$ cat config.mk
export PLATFORM = sky130hd
export DESIGN_NAME = exec_alu
export DESIGN_NICKNAME = d
export VERILOG_FILES = /design/src/rtl/exec_alu_pkg.sv /design/src/rtl/exec_alu_imm.sv /design/src/rtl/exec_alu_shift.sv /design/src/rtl/exec_alu.sv
export SDC_FILE = /design/constraint.sdc
export NUM_CORES = 1
export LEC_CHECK = 0
export ABC_AREA = 1
export CAP_MARGIN = 20
export CORE_ASPECT_RATIO = 0.75
export CORE_MARGIN = 8
export CORE_UTILIZATION = 55
export DETAILED_ROUTE_END_ITERATION = 7
export PLACE_DENSITY_LB_ADDON = 0.25
export SLEW_MARGIN = 20
export SYNTH_ARGS = -nofsm -noshare
export SYNTH_HDL_FRONTEND = slang
export SYNTH_SLANG_ARGS = --single-unit
$ cat constraint.sdc
create_clock -name clk -period 0.8 [get_ports clk]
set_input_delay 0.16 -clock clk [delete_from_list [all_inputs] [get_ports clk]]
set_output_delay 0.16 -clock clk [all_outputs]
set_load 0.005 [all_outputs]
$ cat src/rtl/exec_alu_pkg.sv
package exec_alu_pkg;

    localparam int DATA_W = 16;
    localparam int IMM_W  = 4;

    typedef enum logic [3:0] {
        OP_ADD  = 4'd0,
        OP_ADC  = 4'd1,
        OP_NEG  = 4'd2,
        OP_CMP  = 4'd3,
        OP_AND  = 4'd4,
        OP_OR   = 4'd5,
        OP_XOR  = 4'd6,
        OP_NOT  = 4'd7,
        OP_SHL  = 4'd8,
        OP_SHR  = 4'd9,
        OP_SAR  = 4'd10,
        OP_ADDI = 4'd11,
        OP_ANDI = 4'd12,
        OP_ORI  = 4'd13,
        OP_SHI  = 4'd14,
        OP_SARI = 4'd15
    } alu_op_e;

    // flag mask layout {N, C, Z}
    localparam logic [2:0] MASK_NCZ = 3'b111;
    localparam logic [2:0] MASK_NZ  = 3'b101;

    function automatic logic is_bitwise(input logic [3:0] op);
        return op inside {OP_AND, OP_OR, OP_XOR, OP_NOT, OP_ANDI, OP_ORI};
    endfunction

endpackage

$ cat src/rtl/exec_alu_imm.sv
module exec_alu_imm #(
    parameter int WIDTH = 16,
    parameter int IMM_W = 4,
    parameter int SW    = 5
) (
    input  logic [IMM_W-1:0] imm_i,
    output logic [WIDTH-1:0] logic_imm_o,
    output logic [WIDTH-1:0] add_imm_o,
    output logic [SW-1:0]    small_amt_o,
    output logic             small_right_o,
    output logic [SW-1:0]    sar_amt_o
);
    localparam int SMALL_BITS = IMM_W - 1;
    localparam int SMALL_ZERO = 1 << SMALL_BITS;
    localparam int SAR_ZERO   = 1 << IMM_W;

    always_comb begin
        logic_imm_o = {{(WIDTH-IMM_W){imm_i[IMM_W-1]}}, imm_i};
        if (imm_i == '0) begin
            add_imm_o = WIDTH'(SMALL_ZERO);
        end else begin
            add_imm_o = logic_imm_o;
        end

        small_right_o = imm_i[IMM_W-1];
        if (imm_i[SMALL_BITS-1:0] == '0) begin
            small_amt_o = SW'(SMALL_ZERO);
        end else begin
            small_amt_o = SW'(imm_i[SMALL_BITS-1:0]);
        end

        if (imm_i == '0) begin
            sar_amt_o = SW'(SAR_ZERO);
        end else begin
            sar_amt_o = SW'(imm_i);
        end
    end
endmodule

$ cat src/rtl/exec_alu_shift.sv
module exec_alu_shift #(
    parameter int WIDTH = 16,
    parameter int SW    = 5
) (
    input  logic [WIDTH-1:0] a_i,
    input  logic [SW-1:0]    amt_i,
    input  logic             right_i,
    input  logic             arith_i,
    output logic [WIDTH-1:0] res_o,
    output logic             cout_o
);
    localparam int EXT_W = 2 * WIDTH;

    logic [EXT_W-1:0] left_ext;
    logic [EXT_W-1:0] right_base;
    logic [EXT_W-1:0] right_ext;

    always_comb begin
        left_ext   = {{WIDTH{1'b0}}, a_i} << amt_i;
        right_base = {a_i, {WIDTH{1'b0}}};
        if (arith_i) begin
            right_ext = EXT_W'($signed(right_base) >>> amt_i);
        end else begin
            right_ext = right_base >> amt_i;
        end

        if (right_i) begin
            res_o  = right_ext[EXT_W-1:WIDTH];
            cout_o = right_ext[WIDTH-1];
        end else begin
            res_o  = left_ext[WIDTH-1:0];
            cout_o = left_ext[WIDTH];
        end
    end
endmodule

$ cat src/rtl/exec_alu.sv
module exec_alu
    import exec_alu_pkg::*;
#(
    parameter int WIDTH = exec_alu_pkg::DATA_W,
    parameter int IMM_W = exec_alu_pkg::IMM_W
) (
    input  logic             clk,
    input  logic             rst_n,
    input  logic [3:0]       op_i,
    input  logic [WIDTH-1:0] opa_i,
    input  logic [WIDTH-1:0] opb_i,
    input  logic [IMM_W-1:0] imm_i,
    input  logic             carry_i,
    output logic [WIDTH-1:0] res_o,
    output logic             res_we_o,
    output logic             flag_n_o,
    output logic             flag_c_o,
    output logic             flag_z_o,
    output logic [2:0]       flag_we_o
);
    // shift amount width able to hold WIDTH itself (WIDTH a power of two)
    localparam int SW = $clog2(WIDTH) + 1;

    typedef struct packed {
        logic [WIDTH-1:0] res;
        logic             rwe;
        logic             n;
        logic             c;
        logic             z;
        logic [2:0]       we;
    } stage_t;

    stage_t out_d, out_q;

    logic [WIDTH-1:0] logic_imm, add_imm;
    logic [SW-1:0]    small_amt, sar_amt;
    logic             small_right;

    exec_alu_imm #(.WIDTH(WIDTH), .IMM_W(IMM_W), .SW(SW)) u_imm (
        .imm_i         (imm_i),
        .logic_imm_o   (logic_imm),
        .add_imm_o     (add_imm),
        .small_amt_o   (small_amt),
        .small_right_o (small_right),
        .sar_amt_o     (sar_amt)
    );

    logic [SW-1:0]    sh_amt;
    logic             sh_right, sh_arith;
    logic [WIDTH-1:0] sh_res;
    logic             sh_cout;
    logic             b_wide;

    assign b_wide = |opb_i[WIDTH-1:SW-1];

    always_comb begin
        sh_right = 1'b0;
        sh_arith = 1'b0;
        sh_amt   = opb_i[SW-1:0];
        unique case (alu_op_e'(op_i))
            OP_SHR:  sh_right = 1'b1;
            OP_SAR:  begin sh_right = 1'b1; sh_arith = 1'b1; end
            OP_SHI:  begin sh_right = small_right; sh_amt = small_amt; end
            OP_SARI: begin sh_right = 1'b1; sh_arith = 1'b1; sh_amt = sar_amt; end
            default: ;
        endcase
        if (b_wide && (op_i == OP_SHL || op_i == OP_SHR || op_i == OP_SAR)) begin
            sh_amt = SW'(WIDTH);
        end
    end

    exec_alu_shift #(.WIDTH(WIDTH), .SW(SW)) u_shift (
        .a_i     (opa_i),
        .amt_i   (sh_amt),
        .right_i (sh_right),
        .arith_i (sh_arith),
        .res_o   (sh_res),
        .cout_o  (sh_cout)
    );

    logic [WIDTH:0] wide;

    always_comb begin
        wide   = '0;
        out_d  = '0;
        out_d.rwe = 1'b1;
        out_d.we  = MASK_NCZ;
        unique case (alu_op_e'(op_i))
            OP_ADD:  wide = {1'b0, opa_i} + {1'b0, opb_i};
            OP_ADC:  wide = {1'b0, opa_i} + {1'b0, opb_i} + {{WIDTH{1'b0}}, carry_i};
            OP_NEG:  wide = {(WIDTH+1){1'b0}} - {1'b0, opa_i};
            OP_CMP:  begin
                wide      = {1'b0, opa_i} - {1'b0, opb_i};
                out_d.rwe = 1'b0;
            end
            OP_ADDI: wide = {1'b0, opa_i} + {1'b0, add_imm};
            OP_AND:  wide = {1'b0, opa_i & opb_i};
            OP_OR:   wide = {1'b0, opa_i | opb_i};
            OP_XOR:  wide = {1'b0, opa_i ^ opb_i};
            OP_NOT:  wide = {1'b0, ~opa_i};
            OP_ANDI: wide = {1'b0, opa_i & logic_imm};
            OP_ORI:  wide = {1'b0, opa_i | logic_imm};
            OP_SHL, OP_SHR, OP_SAR: begin
                wide = {sh_cout & ~b_wide, sh_res};
            end
            OP_SHI, OP_SARI: wide = {sh_cout, sh_res};
            default: wide = '0;
        endcase

        out_d.res = wide[WIDTH-1:0];
        out_d.z   = (wide[WIDTH-1:0] == '0);
        out_d.n   = wide[WIDTH-1];
        if (is_bitwise(op_i)) begin
            out_d.c  = carry_i;
            out_d.we = MASK_NZ;
        end else begin
            out_d.c  = wide[WIDTH];
        end
    end

    always_ff @(posedge clk or negedge rst_n) begin
        if (!rst_n) begin
            out_q <= '0;
        end else begin
            out_q <= out_d;
        end
    end

    assign res_o     = out_q.res;
    assign res_we_o  = out_q.rwe;
    assign flag_n_o  = out_q.n;
    assign flag_c_o  = out_q.c;
    assign flag_z_o  = out_q.z;
    assign flag_we_o = out_q.we;


    zero_flag_chk: assert property (@(posedge clk) disable iff (!rst_n)
        $past(rst_n) |-> (flag_z_o == (res_o == '0)));


    neg_flag_chk: assert property (@(posedge clk) disable iff (!rst_n)
        $past(rst_n) |-> (flag_n_o == res_o[WIDTH-1]));


    cmp_no_write_chk: assert property (@(posedge clk) disable iff (!rst_n)
        ($past(rst_n) && $past(op_i) == OP_CMP) |-> !res_we_o);


    bitwise_carry_kept_chk: assert property (@(posedge clk) disable iff (!rst_n)
        ($past(rst_n) && is_bitwise($past(op_i)))
            |-> (flag_c_o == $past(carry_i)) && (flag_we_o == MASK_NZ));


    wide_logical_shift_chk: assert property (@(posedge clk) disable iff (!rst_n)
        ($past(rst_n) && ($past(op_i) == OP_SHL || $past(op_i) == OP_SHR)
            && $past(|opb_i[WIDTH-1:SW-1])) |-> (res_o == '0) && !flag_c_o);

endmodule

==> results of run 1 <==
cell families after synthesis:
logic type / count (synthesis) / synth area share
flops: 21 / 0.0756
simple gates: 786 / 0.499
compound gates: 249 / 0.207
xor+xnor: 11 / 0.0139
other cells: 1 / 0.000539
buf+inv: 212 / 0.130
fa+ha+maj: 40 / 0.0741
stage by stage:
stage | hold WS, ns | setup WS, ns | area, µm² | setup TNS (ns) | instances
after floorplan | -0.136 | -1.97 | 7120 | -28.10 | 1320
after global placement | 0.519 | -2.76 | 10600 | -48.45 | 1875
after detailed placement | 0.526 | -3.09 | 10600 | -52.34 | 1875
after CTS | 0.263 | -2.26 | 11500 | -35.50 | 1920
routing by layer:
metal | global-route usage | GRT overflow
met2 | 0.836 | 1
met3 | 0.681 | 0
met5 | 0.441 | 0
met4 | 0.687 | 0
met1 | 0.727 | 0
timing repair:
| action | 4_1_cts |
|---|---|
| resized for setup | 340 |
| endpoints found under the setup margin | 43 |
| pin swaps | 100 |
| endpoints found under the hold margin | 0 |
| cloned | 4 |
| setup buffers | 40 |
==> impl_metrics.toml, run 1 <==
[synthesis]
yosysMostFrequentCell = "nand2_1"
syn_area_mm2 = 0.00696
synth-seq-area-share = 0.0756
synth_area_leader_cell = "nand2_1"
synth_edf_count = 0
ys.flop_type = "dfrtp_1"
synth_area_leaders = "nand2_1, nand3_1, inv_1"
syn_avg_cell_area_um2 = 5.27
synth_top_cell_area_share = 0.199
synth_seq_cells = 21
syn_inst = 1320
postSynthNetCount = 1403
yosys-top-cells-count = "nand2_1, nand3_1, inv_1"
synthArstFlopShare = 1.00
synth_cell_types = 54
synth_warnings = 0

[clock_tree]
cts-root-buf = "clkbuf_16"
clkSinkCount = 21
cts_buffers = 3
hold_buffers = 0
h-tree-depth = 1
clock_path_buffers = 2

[placement]
dp_hpwl_um = 29900
gp_congestion = 1.20
numPortBuffers = 65

[global_route]
grt_pass1_wl_um = 92700
grt_usage = 0.734
grt_max_degree = 31
gr-total-overflow = 1
grt_pass1_vias = 15779

[status]
status = "did not finish"
tool.error = "[ERROR GRT-0116] Global routing finished with congestion. Check the congestion regions in the DRC Viewer."
stop_stage = "global routing"

[floorplanning]
start_util = 0.565
die_w_um = 146
io_pins = 66
die_y_um = 113
num_rows = 35
==> run 2: changes to the inputs <==
CORE_ASPECT_RATIO = default   (was 0.75)
CORE_UTILIZATION = 40   (was 55)
PLACE_DENSITY_LB_ADDON = 0.15   (was 0.25)
clock period = 1 ns   (was 0.8 ns; I/O delays follow)
==> run 2 against run 1 <==
  * Area after synthesis did not move
  * The flow now finishes, with violations (setup timing)
  * Synthesized cell count stayed put
==> impl_metrics.toml, run 2 <==
[cells_and_area]
nets = 1887
drive_gt1_frac = 0.444
final_common_cell = "buf_4"
antennaDiodeCount = 0
final_cell_mix = "buf_4, nand2_1, nand3_1, inv_1, nor2_1"
areaGrowthSynthToFinish_pct = 84.0
final_area_mm2 = 0.0128
post-route-util = 0.745
largest_reg_flops = 15

[detailed_routing]
drc = 0
routedWlPerCell_um = 20.6
drtIter0Drc = 1216
vias_per_cell = 5.85
num_vias = 11855
routed_wl_um = 41700
antenna_left = 0
dr.pass1.iters = 7

[pwr]
p_per_area_mw_per_mm2 = 803
vdd_drop_max_mv = 1.13
p_total_mw = 10.3
p_leak_nw = 6.43

[worst_setup_path]
path_class = "in -> reg"
cp.arrival_ns = 3.29
path_max_fanout = 6
worstSetupEndpointType = "register"
start_kind = "primary input"
required_ns = 1.18

[synthesis]
synth_edf_count = 0
yosysMostFrequentCell = "nand2_1"
postSynthNetCount = 1403
syn_area_mm2 = 0.00696
synth_top_cell_area_share = 0.199
synth_seq_cells = 21
synth_area_leaders = "nand2_1, nand3_1, inv_1"
syn_inst = 1320
syn_avg_cell_area_um2 = 5.27
ys.flop_type = "dfrtp_1"
synth_warnings = 0
synthArstFlopShare = 1.00
synth-seq-area-share = 0.0756
synth_area_leader_cell = "nand2_1"
synth_cell_types = 54
yosys-top-cells-count = "nand2_1, nand3_1, inv_1"

[clock_tree]
clock_path_buffers = 2
cts-root-buf = "clkbuf_16"
cts_tree = "yes"
cts_buffers = 3
cts.reportedPaths.clkPinSlew_ns = 0.06
clkSinkCount = 21
h-tree-depth = 1

[placement]
gp_congestion = 1.00
place_area_mm2 = 0.0108
dpl_worst_slack_ns = -2.69
dp_hpwl_um = 31000
numPortBuffers = 65

[timing]
clock.fmax_mhz = 322
whs_ns = 0.297
min_period_over_period = 3.11
rsz0062_at_grt = "true"
finalMaxSlewViolations = 0
max_slew_margin = 0.639
finalSetupViolCount = 18
worstMarginPinSlew_ns = 0.527
final.setup.worst_slack_ns = -2.11
finalHoldViolations = 0
min_period_ns = 3.11

[global_route]
grt_max_degree = 30
gr-total-overflow = 0
antenna_found_initial = 1
grt_pass1_wl_um = 59900
grt_usage = 0.345
grt_pass1_vias = 10981

[status]
status = "complete, but fails checks"
violations = "setup timing"

[floorplanning]
start_util = 0.405
num_rows = 48
io_pins = 66
die_area_mm2 = 0.0219
die_y_um = 148
coreArea_mm2 = 0.0172
die_w_um = 148

[job]
drv_cap = 0

[hold_path]
hp-class = "in -> async"
## run 2: cell counts after synthesis
Identical to the previous run, type by type.
## run 2: critical path: stages
cell and delay, ns:
buf_6 0.10, buf_6 0.11, nor2_4 0.18, inv_4 0.07
buf_12 0.13, nor2_4 0.18, buf_6 0.17, a21oi_1 0.05
ha_1 0.44, nand2_2 0.13, buf_4 0.16, nor2_4 0.12
buf_4 0.13, nand3_1 0.09, nand2_2 0.16, a21oi_4 0.08
o21ai_4 0.07, nand2_2 0.08, inv_1 0.07, nand2_1 0.06
o21ai_2 0.14, nand2_1 0.09, nor2_2 0.12, nand2_1 0.06
nor2_1 0.10
## run 2: report_power, final
group,leakage (nW),switching (mW),internal [mW],total (mW)
clock network,0.0409,0.308,0.537,0.845
registers,0.256,0.0358,0.976,1.01
logic,6.14,4.59,3.82,8.42
## run 2: how the worst max path moves through the flow
stage          startpoint        to  slack [ns]  cells after the start
4_1_cts          opb_i[1]  flag_z_o       -2.06                     28
6_report          op_i[2]  flag_z_o       -2.11                     25
5_1_grt          opb_i[2]  flag_z_o       -2.24                     28
3_3_place_gp     opb_i[0]  flag_c_o       -2.62                     21
3_5_place_dp     opb_i[0]  flag_z_o       -2.69                     26
2_1_floorplan     op_i[0]  flag_z_o       -1.81                     23
## run 2: area by class of cell
type	instances	area, µm²
Tap cell	225	282
Fill cell	1351	4380
Timing Repair Buffer	524	4300
Sequential cell	21	526
Clock buffer	3	75.1
Inverter	167	649
Clock inverter	1	5.00
Multi-Input combinational cell	1087	6960
## run 2: cell families (layout without fill, tap and decap cells)
family	Yosys count	in the layout	synth area share
other	1	1	0.000539
AOI/OAI and AO/OA	249	249	0.207
and+or+nand+nor	786	786	0.499
adders and majority gates	40	40	0.0741
DFF	21	21	0.0756
xor gates and xnor gates	11	11	0.0139
buffers and inverters	212	695	0.130
## run 2: per-layer routing
layer / track usage / part of all wire / vias up / routed length [µm]
li1: - / - / 5426 / -
met3: 0.0636 / 0.10 / 153 / 4310
met4: 0.106 / 0.042 / 2 / 1740
met2: 0.563 / 0.45 / 759 / 18900
met1: 0.452 / 0.40 / 5515 / 16800
met5: 0 / 0.00031 / - / 13
## run 2: metrics by stage
stage	setup TNS, ns	cells
finish	-31.08	2028
global route	-33.04	2028
CTS	-29.33	2012
detailed placement	-44.10	1954
global placement	-42.92	1954
floorplan	-25.22	1320
## run 2: timing repair
action / 4_1_cts / 5_1_grt
gates cloned: 1 / 1
pin swaps: 97 / 77
buffers inserted: 56 / 18
resized for setup: 391 / 157
hold buffers: 0 / 0
endpoints found under the setup margin: 43 / 22
No activity file was read; power rests on OpenSTA's default activity.
==> run 3: changes to the inputs <==
PLACE_DENSITY_LB_ADDON = 0.12   (was 0.15)
==> run 3 against run 2 <==
  * The flow still finishes with violations (setup timing)
  * Wire length shrank 3.1%
  * Via count fell by 1.6%
  * Critical path type unchanged
  * Sequential share of layout area up 0.054 points
==> impl_metrics.toml, run 3 (synthesis results as in run 2) <==
[status]
status = "complete, but fails checks"
violations = "setup timing"

[detailed_routing]
drtIter0Drc = 1493
routedWlPerCell_um = 20.1
routed_wl_um = 40400
num_vias = 11661
vias_per_cell = 5.79
antenna_left = 0
dr.pass1.iters = 5
drc = 0

[timing]
finalSetupViolCount = 19
finalMaxSlewViolations = 0
rsz0062_at_grt = "true"
min_period_over_period = 3.19
setup-tns-final_ns = -31.35
final.setup.worst_slack_ns = -2.19
max_slew_margin = 0.637
clock.fmax_mhz = 313
worstMarginPinSlew_ns = 0.544
finalHoldViolations = 0
min_period_ns = 3.19

[cells_and_area]
largest_reg_flops = 15
areaGrowthSynthToFinish_pct = 81.6
drive_gt1_frac = 0.440
nFillCells = 1388
layout.cells.non_filler = 2013
nets = 1871
multi_input_area_mm2 = 0.00693
final_cell_mix = "buf_4, nand2_1, nand3_1, inv_1, nor2_1"
final-seq-area_um2 = 526
final_common_cell = "buf_4"

[worst_setup_path]
path_class = "in -> reg"
path_max_fanout = 4
crit_slowest_cell = "ha_4"
cp_cell_sequence = "buf_8 > nor3_4 > nand3_2 > nor2_1 > nand2_1 > nor2_1 > inv_1 > nor2_2 > nand2_2 > nor3_2 > xor2_1 > nand2_1 > nand2_1 > inv_2 > ha_4 > a21oi_2 > o21bai_1 > a21oi_1 > o21ai_2 > xor2_1 > o21ai_2 > a21oi_2 > o2111ai_2"
required_ns = 1.10
start_kind = "primary input"
cp.arrival_ns = 3.29
endpoint = "flag_c_o"
max_stage_delay_ns = 0.30
crit_path_start = "opb_i[2]"
crit_top_cell = "nand2_1"
worstSetupEndpointType = "register"

[pwr]
vdd_drop_max_mv = 1.23
internal_power_mw = 5.29
p_per_area_mw_per_mm2 = 802
p_leak_nw = 6.34
p_seq_frac = 0.099
clock_power_share = 0.081
comb_power_share = 0.820
p_total_mw = 10.1
switchingPower_mw = 4.84
sw_frac_of_total = 0.478

[global_route]
grt_pass1_wl_um = 56400
grt_pass1_vias = 10471
grt_max_degree = 43
antenna_found_initial = 3
grt_usage = 0.325
gr-total-overflow = 0

[hold_path]
hp-class = "in -> async"

[floorplanning]
start_util = 0.405
die_w_um = 148
num_rows = 48
die_area_mm2 = 0.0219
die_y_um = 148
coreArea_mm2 = 0.0172
io_pins = 66

[placement]
dp_hpwl_um = 30000
numPortBuffers = 65
gp_congestion = 1.02
placedCellCount = 1943
dpl_worst_slack_ns = -2.81

[clock_tree]
h-tree-depth = 1
clock_path_buffers = 2
cts_buffers = 3
cts_tree = "yes"
clkSinkCount = 21
cts.reportedPaths.clkPinSlew_ns = 0.05
cts-root-buf = "clkbuf_16"
hold_buffers = 0

[job]
drv_cap = 0
## run 3: changes by cell type in the layout (fill, tap and decap cells not counted), sizes merged
cell	previous run	this run
buf	492	477
bufbuf	1	0
clkbuf	6	8
clkdlybuf4s15	1	3
clkdlybuf4s50	9	10
diode	0	1
dlygate4sd2	11	8
dlymetal6s2s	7	5
## run 3: final cells by class
| class | count | area share |
|---|---|---|
| Clock buffer | 3 | 0.00594 |
| Multi-Input combinational cell | 1087 | 0.549 |
| Sequential cell | 21 | 0.0416 |
| Timing Repair Buffer | 508 | 0.330 |
| Inverter | 167 | 0.0512 |
| Clock inverter | 1 | 0.000396 |
| Tap cell | 225 | 0.0223 |
| Antenna cell | 1 | 0.000198 |
## run 3: per-layer routing
metal  vias to the layer above  GRT usage  share of wire
met5                         -          0        0.00030
met1                      5339      0.435           0.40
met4                         2      0.128          0.053
li1                       5390          -              -
met3                       155     0.0517           0.11
met2                       775      0.512           0.44
## run 3: worst min path at each step
stage / from / end / cells past startpoint
floorplan: rst_n / flag_c_o / 0
global route: rst_n / flag_we_o[0] / 2
detailed placement: rst_n / res_o[13] / 2
CTS: rst_n / res_o[13] / 2
global placement: rst_n / flag_we_o[0] / 2
finish: rst_n / flag_we_o[0] / 2
## run 3: power by group through the flow
stage / Combinational, mW / Clock [mW] / Sequential [mW]
final: 8.31 / 0.823 / 1.00
after floorplan: 3.15 / 0 / 1.05
after detailed placement: 6.55 / 0 / 1.02
after global placement: 6.48 / 0 / 1.02
after CTS: 7.10 / 0.825 / 1.00
after global routing: 8.84 / 0.885 / 1.01
## run 3: critical path, delay by kind of cell
kind                     cells  cell delay (ns)
AO/OA/AOI/OAI                7             0.96
XOR/XNOR                     2             0.36
adder cells (fa/ha/maj)      1             0.30
buffers and inverters        3             0.22
AND/OR/NAND/NOR             10             1.24
## run 3: per-stage QoR
stage | utilization | hold WS (ns) | instance area (µm²)
after floorplan | - | -0.0956 | 7120
after global placement | 0.623 | 0.559 | 10700
after detailed placement | 0.623 | 0.553 | 10700
after CTS | 0.679 | 0.286 | 11700
after global routing | 0.735 | 0.296 | 12600
final | 0.735 | 0.281 | 12600
## run 3: what timing repair did
item / 4_1_cts / 5_1_grt
setup endpoints to repair: 43 / 19
gates cloned: 1 / 1
resized for setup: 373 / 188
buffers inserted: 38 / 40
pin swaps: 92 / 85
